==> src/rtl/ovs_pkg.sv <==
package ovs_pkg;
  localparam int OVS_SLOTS    = 14;
  localparam int OVS_ACTIVE   = 320;
  localparam int OVS_DATA_W   = 12;
  localparam int OVS_OFS_W    = 8;
  localparam int OVS_SYNC_DLY = 2;
  localparam int OVS_SLOT_A_TYP = 5;
  localparam int OVS_SLOT_B_TYP = 9;

  // Two samples of one pixel disagree.
  function automatic logic samples_differ(input logic [OVS_DATA_W-1:0] first,
                                          input logic [OVS_DATA_W-1:0] second);
    return first != second;
  endfunction

  // Keep the first sample on agreement and the later one on disagreement.
  function automatic logic [OVS_DATA_W-1:0] pick_value(input logic [OVS_DATA_W-1:0] first,
                                                       input logic [OVS_DATA_W-1:0] second);
    return samples_differ(first, second) ? second : first;
  endfunction
endpackage

==> src/rtl/ovs_sync.sv <==
module ovs_sync #(
  parameter int LINES = 2,
  parameter int DEPTH = 2
) (
  input  logic             clk,
  input  logic             rst_n,
  input  logic [LINES-1:0] raw_n,
  output logic [LINES-1:0] fall
);
  logic [LINES-1:0] stage [DEPTH+1];

  always_ff @(posedge clk or negedge rst_n) begin
    if (!rst_n) begin
      for (int d = 0; d <= DEPTH; d++) stage[d] <= '1;
    end else begin
      stage[0] <= raw_n;
      for (int d = 1; d <= DEPTH; d++) stage[d] <= stage[d-1];
    end
  end

  // High when the synchronised level has just gone from 1 to 0.
  assign fall = stage[DEPTH] & ~stage[DEPTH-1];
endmodule

==> src/rtl/ovs_delay.sv <==
module ovs_delay #(
  parameter int WIDTH = 12,
  parameter int DEPTH = 2
) (
  input  logic             clk,
  input  logic             rst_n,
  input  logic [WIDTH-1:0] din,
  output logic [WIDTH-1:0] dout
);
  logic [WIDTH-1:0] pipe [DEPTH];

  always_ff @(posedge clk or negedge rst_n) begin
    if (!rst_n) begin
      for (int d = 0; d < DEPTH; d++) pipe[d] <= '0;
    end else begin
      pipe[0] <= din;
      for (int d = 1; d < DEPTH; d++) pipe[d] <= pipe[d-1];
    end
  end

  assign dout = pipe[DEPTH-1];
endmodule

==> src/rtl/ovs_phase.sv <==
module ovs_phase #(
  parameter int SLOTS  = 14,
  parameter int ACTIVE = 320,
  parameter int OFS_W  = 8,
  localparam int SLOT_W = $clog2(SLOTS),
  localparam int X_W    = $clog2(ACTIVE)
) (
  input  logic              clk,
  input  logic              rst_n,
  input  logic              hs_fall,
  input  logic              vs_fall,
  input  logic [OFS_W-1:0]  start_ofs,
  output logic              active_now,
  output logic [SLOT_W-1:0] cur_slot,
  output logic [X_W-1:0]    cur_x
);
  logic              run_q;
  logic [OFS_W-1:0]  ofs_q;
  logic [SLOT_W-1:0] slot_q;
  logic [X_W-1:0]    x_q;

  logic              cur_run;
  logic [OFS_W-1:0]  cur_ofs;
  logic              slot_last;
  logic              x_last;

  function automatic logic [SLOT_W-1:0] slot_step(input logic [SLOT_W-1:0] s);
    return (s == SLOT_W'(SLOTS - 1)) ? '0 : s + 1'b1;
  endfunction

  // A sync edge overrides the stored phase in the same cycle.
  always_comb begin
    if (hs_fall) begin
      cur_run  = 1'b1;
      cur_ofs  = start_ofs;
      cur_slot = '0;
      cur_x    = '0;
    end else begin
      cur_run  = run_q;
      cur_ofs  = ofs_q;
      cur_slot = slot_q;
      cur_x    = x_q;
    end
  end

  assign active_now = cur_run && (cur_ofs == '0);
  assign slot_last  = cur_slot == SLOT_W'(SLOTS - 1);
  assign x_last     = cur_x == X_W'(ACTIVE - 1);

  always_ff @(posedge clk or negedge rst_n) begin
    if (!rst_n) begin
      run_q  <= 1'b0;
      ofs_q  <= '0;
      slot_q <= '0;
      x_q    <= '0;
    end else begin
      run_q  <= cur_run;
      ofs_q  <= cur_ofs;
      slot_q <= cur_slot;
      x_q    <= cur_x;
      if (cur_run) begin
        if (cur_ofs != '0) begin
          ofs_q <= cur_ofs - 1'b1;
        end else begin
          slot_q <= slot_step(cur_slot);
          if (slot_last) begin
            if (x_last) run_q <= 1'b0;
            else        x_q   <= cur_x + 1'b1;
          end
        end
      end
      if (vs_fall && !hs_fall) run_q <= 1'b0;
    end
  end
endmodule

==> src/rtl/ovs_pair.sv <==
module ovs_pair
  import ovs_pkg::*;
#(
  parameter int SLOT_W = 4,
  parameter int X_W    = 9
) (
  input  logic                  clk,
  input  logic                  rst_n,
  input  logic                  active_now,
  input  logic [SLOT_W-1:0]     cur_slot,
  input  logic [X_W-1:0]        cur_x,
  input  logic [SLOT_W-1:0]     slot_a,
  input  logic [SLOT_W-1:0]     slot_b,
  input  logic [OVS_DATA_W-1:0] rgb,
  output logic                  take_a,
  output logic                  take_b,
  output logic [OVS_DATA_W-1:0] pix_out,
  output logic                  pix_valid,
  output logic [X_W-1:0]        pix_x,
  output logic                  mismatch
);
  logic [OVS_DATA_W-1:0] first_q;
  logic [OVS_DATA_W-1:0] first_now;

  assign take_a    = active_now && (cur_slot == slot_a);
  assign take_b    = active_now && (cur_slot == slot_b);
  assign first_now = take_a ? rgb : first_q;

  always_ff @(posedge clk or negedge rst_n) begin
    if (!rst_n) begin
      first_q   <= '0;
      pix_out   <= '0;
      pix_valid <= 1'b0;
      pix_x     <= '0;
      mismatch  <= 1'b0;
    end else begin
      if (take_a) first_q <= rgb;
      pix_valid <= take_b;
      mismatch  <= take_b && samples_differ(first_now, rgb);
      if (take_b) begin
        pix_out <= pick_value(first_now, rgb);
        pix_x   <= cur_x;
      end
    end
  end
endmodule

==> src/rtl/ovs_pixel_sampler.sv <==
module ovs_pixel_sampler
  import ovs_pkg::*;
#(
  parameter int SLOTS  = OVS_SLOTS,
  parameter int ACTIVE = OVS_ACTIVE,
  localparam int SLOT_W = $clog2(SLOTS),
  localparam int X_W    = $clog2(ACTIVE)
) (
  input  logic                  clk,
  input  logic                  rst_n,
  input  logic [OVS_DATA_W-1:0] rgb_in,
  input  logic                  hsync_n,
  input  logic                  vsync_n,
  input  logic [OVS_OFS_W-1:0]  start_ofs,
  input  logic [SLOT_W-1:0]     slot_a,
  input  logic [SLOT_W-1:0]     slot_b,
  output logic [OVS_DATA_W-1:0] pix_out,
  output logic                  pix_valid,
  output logic [X_W-1:0]        pix_x,
  output logic                  mismatch
);
  logic [1:0]            sync_fall;
  logic                  hs_fall;
  logic                  vs_fall;
  logic [OVS_DATA_W-1:0] rgb_al;
  logic                  active_now;
  logic [SLOT_W-1:0]     cur_slot;
  logic [X_W-1:0]        cur_x;
  logic                  take_a;
  logic                  take_b;

  ovs_sync #(.LINES(2), .DEPTH(OVS_SYNC_DLY)) u_sync (
    .clk(clk), .rst_n(rst_n), .raw_n({vsync_n, hsync_n}), .fall(sync_fall)
  );
  assign hs_fall = sync_fall[0];
  assign vs_fall = sync_fall[1];

  ovs_delay #(.WIDTH(OVS_DATA_W), .DEPTH(OVS_SYNC_DLY)) u_align (
    .clk(clk), .rst_n(rst_n), .din(rgb_in), .dout(rgb_al)
  );

  ovs_phase #(.SLOTS(SLOTS), .ACTIVE(ACTIVE), .OFS_W(OVS_OFS_W)) u_phase (
    .clk(clk), .rst_n(rst_n), .hs_fall(hs_fall), .vs_fall(vs_fall),
    .start_ofs(start_ofs), .active_now(active_now),
    .cur_slot(cur_slot), .cur_x(cur_x)
  );

  ovs_pair #(.SLOT_W(SLOT_W), .X_W(X_W)) u_pair (
    .clk(clk), .rst_n(rst_n), .active_now(active_now),
    .cur_slot(cur_slot), .cur_x(cur_x), .slot_a(slot_a), .slot_b(slot_b),
    .rgb(rgb_al), .take_a(take_a), .take_b(take_b),
    .pix_out(pix_out), .pix_valid(pix_valid), .pix_x(pix_x), .mismatch(mismatch)
  );
endmodule

==> config.mk <==
export PLATFORM = sky130hd
export DESIGN_NAME = ovs_pixel_sampler
export DESIGN_NICKNAME = d
export VERILOG_FILES = /design/src/rtl/ovs_pkg.sv /design/src/rtl/ovs_sync.sv /design/src/rtl/ovs_delay.sv /design/src/rtl/ovs_phase.sv /design/src/rtl/ovs_pair.sv /design/src/rtl/ovs_pixel_sampler.sv
export SDC_FILE = /design/constraint.sdc
export NUM_CORES = 1
export LEC_CHECK = 0
export ABC_AREA = 1
export BUFFER_PORTS_ARGS = -buffer_cell sky130_fd_sc_hd__buf_4
export CORE_MARGIN = 2
export CORE_UTILIZATION = 55
export CTS_BUF_LIST = sky130_fd_sc_hd__clkbuf_4
export DETAILED_ROUTE_END_ITERATION = 10
export GPL_ROUTABILITY_DRIVEN = 1
export HOLD_SLACK_MARGIN = 0.02
export PLACE_DENSITY = 0.81
export SYNTH_ARGS = -nofsm -noshare
export SYNTH_HDL_FRONTEND = slang
export SYNTH_SLANG_ARGS = --single-unit
==> constraint.sdc <==
create_clock -name clk -period 2.9 [get_ports clk]
set_input_delay 0 -clock clk [delete_from_list [all_inputs] [get_ports clk]]
set_output_delay 0 -clock clk [all_outputs]
set_load 0.02 [all_outputs]
==> flow_summary.toml <==
[worst_hold_path]
worstHoldStart = "start_ofs[1]"
hp-class = "input pin to flip-flop"
whs_path_depth = 4
holdPathEnd = "u_phase.ofs_q[1]$_DFF_PN0_"

[drt]
num_vias = 2851
remaining_drc_errors = 0
drt_iter0_drc = 247
firstDrtPassIters = 5
wl_per_cell_um = 12.50
drt-total-wl_mm = 7.040
routed_via_density = 5.064
drtAntennaViolNets = 0

[clock_tree]
numCtsBuffers = 9
clk_pin_slew_worst_paths_ns = 0.14
insertion_delay_ns = 0.44
post-cts-setup-buffers = 0
cts_tree = "yes"
cts_buffer_depth = 2
cts-htree-levels = 3
cts_sinks = 87
cts_root_buf = "clkbuf_4"

[logic_synthesis]
synthSimpleGateAreaFrac = 0.2377
synth_top_family_by_area = "simple AND/OR/NAND/NOR gates"
synth-edff-count = 0
yosysSeqAreaShare = 0.5787
synth_compound_area_frac = 0.06331
synth_ff_type = "dfrtp_1"
synth_nets = 436
async_reset_ff_frac = 1.000
synthXorXnorAreaFrac = 0.03480
ys_types = 35
synth_top_area_cell = "dfrtp_1"
ys_seq_elements = 87
syn_area_per_cell_um2 = 9.414
yosysMostFrequentCell = "nand2_1"
yosysWarnings = 0
netlist.area_leader.share = 0.5370
synth_cells = 401
synthMuxAreaShare = 0.005635
syn-cell-area_um2 = 3775
yosys-top-cells-count = "nand2_1, dfrtp_1, inv_1"
synth.area.top_cells = "dfrtp_1, nand2_1, inv_1"
synth_adder_area_share = 0.009944

[layout]
drive_gt1_frac = 0.2116
stdcell_count = 563
fin_nets = 512
syn_to_final_growth_pct = 21.05
fillers = 546
final_area_um2 = 4569

[timing]
worst_pin_slew_ns = 1.054
finalMaxSlewViolations = 0
max_freq_mhz = 366.2
skew_ns = 0.01465
finalHoldViolCount = 0
finalCritPeriodShare = 0.9417
finalCriticalPeriod_ns = 2.731
relSlewSlack = 0.2976
fin_setup_tns_ns = 0
rsz0062_at_grt = "no"
finalSetupViolations = 0

[status]
status = "completed"

[global_route]
grt-ovfl-total = 0
grt_pass1_wl_mm = 11.78
grt_antenna_before_repair = 0
grt_usage = 0.2020
grt_pass1_vias = 2611
grt_max_degree = 88

[placed_design]
place_inst = 527
place_congestion = 0.9046
dpl.hpwl_mm = 4.827
port_buffers = 54
place_area_um2 = 4238

[floorplanning]
core_um2 = 6719
design.portCount = 55
rows = 30
dieArea_um2 = 7542
start_util = 0.5618
dieWidth_um = 86.85
die_h_um = 86.85

[power_and_ir_drop]
peakVddDrop_mv = 0.3322
p_sw_w = 0.0006517
p_seq_frac = 0.580
sw_frac_of_total = 0.2867
p_int_w = 0.001622
pwr-share-clk = 0.284
p_comb_frac = 0.136
power.density_nw_per_um2 = 497.6
power_leakage_nw = 2.324

[critical_path]
endpoint_kind = "flip-flop"
rr_worst_depth = 11
r2r-start = "u_sync.stage[2]$_DFF_PN1_"
worstPathRequired_ns = 3.23
worstSetupPathType = "flip-flop to flip-flop"
worst_setup_path_start_kind = "flip-flop"
setup.worst_path.start = "u_sync.stage[2]$_DFF_PN1_"
r2r_slack_ns = 0.17
reg2reg_to = "u_phase.ofs_q[7]$_DFF_PN0_"
cp_max_fo = 23
crit_arrival_ns = 3.06

[job]
cap_violations = 0
per-layer routing:
| metal | track usage | share of wire | routed length, um | vias to the layer above |
|---|---|---|---|---|
| li1 | - | - | - | 1425 |
| met1 | 0.3047 | 0.50 | 3533 | 1322 |
| met2 | 0.2817 | 0.42 | 2979 | 89 |
| met3 | 0.04190 | 0.051 | 356 | 15 |
| met4 | 0.09091 | 0.024 | 171 | 0 |
| met5 | 0 | 0 | 0 | - |
registers in the layout, summed over array words and instances, names as in the netlist:
name              count
u_align.pipe         12
u_phase.x_q           9
u_sync.stage          6
u_phase.ofs_q         8
u_align.dout         12
u_phase.slot_q        4
u_pair.pix_out       12
u_pair.first_q       12
u_pair.mismatch       1
u_phase.run_q         1
u_pair.pix_valid      1
u_pair.pix_x          9
what timing repair did:
| action | in CTS | in global routing |
|---|---|---|
| endpoints found under the hold margin | 98 | 0 |
| gates resized for setup | 0 | 0 |
| hold buffers | 19 | 0 |
kinds of logic (layout without fill, tap and decap cells):
| logic type | after synthesis | count (layout) |
|---|---|---|
| AOI/OAI and AO/OA | 45 | 45 |
| xor gates and xnor gates | 15 | 15 |
| adders and majority gates | 3 | 3 |
| buffers and inverters | 64 | 145 |
| DFF | 87 | 87 |
| muxes | 2 | 2 |
| other | 0 | 1 |
| and+or+nand+nor | 185 | 185 |
through the flow:
step | hold WS [ns] | power (W) | util | setup slack (ns)
after floorplan | -0.2956 | 0.001523 | - | 0.4092
after global placement | 0.1079 | 0.001622 | 0.6307 | 0.3913
after detailed placement | 0.1091 | 0.001629 | 0.6307 | 0.3309
after CTS | 0.02548 | 0.002295 | 0.6797 | 0.2766
after global routing | 0.04013 | 0.002402 | 0.6797 | 0.04240
final | 0.02659 | 0.002274 | 0.6801 | 0.1689
worst max-delay path, stage by stage (launching register included):
cell           delay, ns
dfstp_2             0.60
inv_2               0.07
nand2_2             0.06
buf_4               0.26
nand2_1             0.10
nand2_1             0.17
nand4_1             0.18
nor3_2              0.20
nand4_1             0.16
o21ai_1             0.19
a21oi_1             0.06
dlygate4sd3_1       0.57
how the worst max path moves through the flow:
stage / end / slack, ns / cells past startpoint
finish: u_phase.ofs_q[7]$_DFF_PN0_ / 0.17 / 11
detailed placement: u_phase.x_q[1]$_DFF_PN0_ / 0.33 / 13
global route: u_phase.ofs_q[7]$_DFF_PN0_ / 0.04 / 11
global placement: u_phase.x_q[1]$_DFF_PN0_ / 0.39 / 13
CTS: u_phase.ofs_q[7]$_DFF_PN0_ / 0.28 / 11
floorplan: u_pair.mismatch$_DFF_PN0_ / 0.41 / 18
layout by cell type (no fill, tap or decap), types with 3 or more instances in the layout:
master	synthesis	final
inv_6	0	3
nand2_1	92	92
dfrtp_1	81	81
nand3b_1	11	11
dlygate4sd3_1	0	19
buf_4	0	57
o21ai_1	14	14
nor2_1	27	27
a21oi_1	5	5
nand4_1	5	5
nand3_1	25	25
dfstp_2	6	6
nand2_2	6	6
inv_2	4	4
xnor2_1	8	8
nor3_1	4	4
o21ai_0	22	22
nor3_2	3	3
inv_1	48	48
ha_1	3	3
clkbuf_4	0	9
xor2_1	7	7
nand3_2	3	3
layout make-up:
cell class | instances | area, um^2 | share of cell area
clock buffers | 9 | 67.56 | 0.01479
diodes | 1 | 2.502 | 0.0005476
well taps | 80 | 100.1 | 0.02191
clock inverters | 7 | 71.32 | 0.01561
multi-input cells | 250 | 1326 | 0.2903
repair buffers | 76 | 618.1 | 0.1353
flip-flops and latches | 87 | 2185 | 0.4781
inverters | 53 | 198.9 | 0.04354
power groups by stage:
stage | Sequential, W | Clock, W | Combinational, W
after global routing | 0.00133 | 0.000724 | 0.000350
after floorplan | 0.00134 | 0 | 0.000184
after CTS | 0.00132 | 0.000665 | 0.000311
final | 0.00132 | 0.000646 | 0.000309
after global placement | 0.00134 | 0 | 0.000281
after detailed placement | 0.00134 | 0 | 0.000286
(Power assumes the default switching activity.)
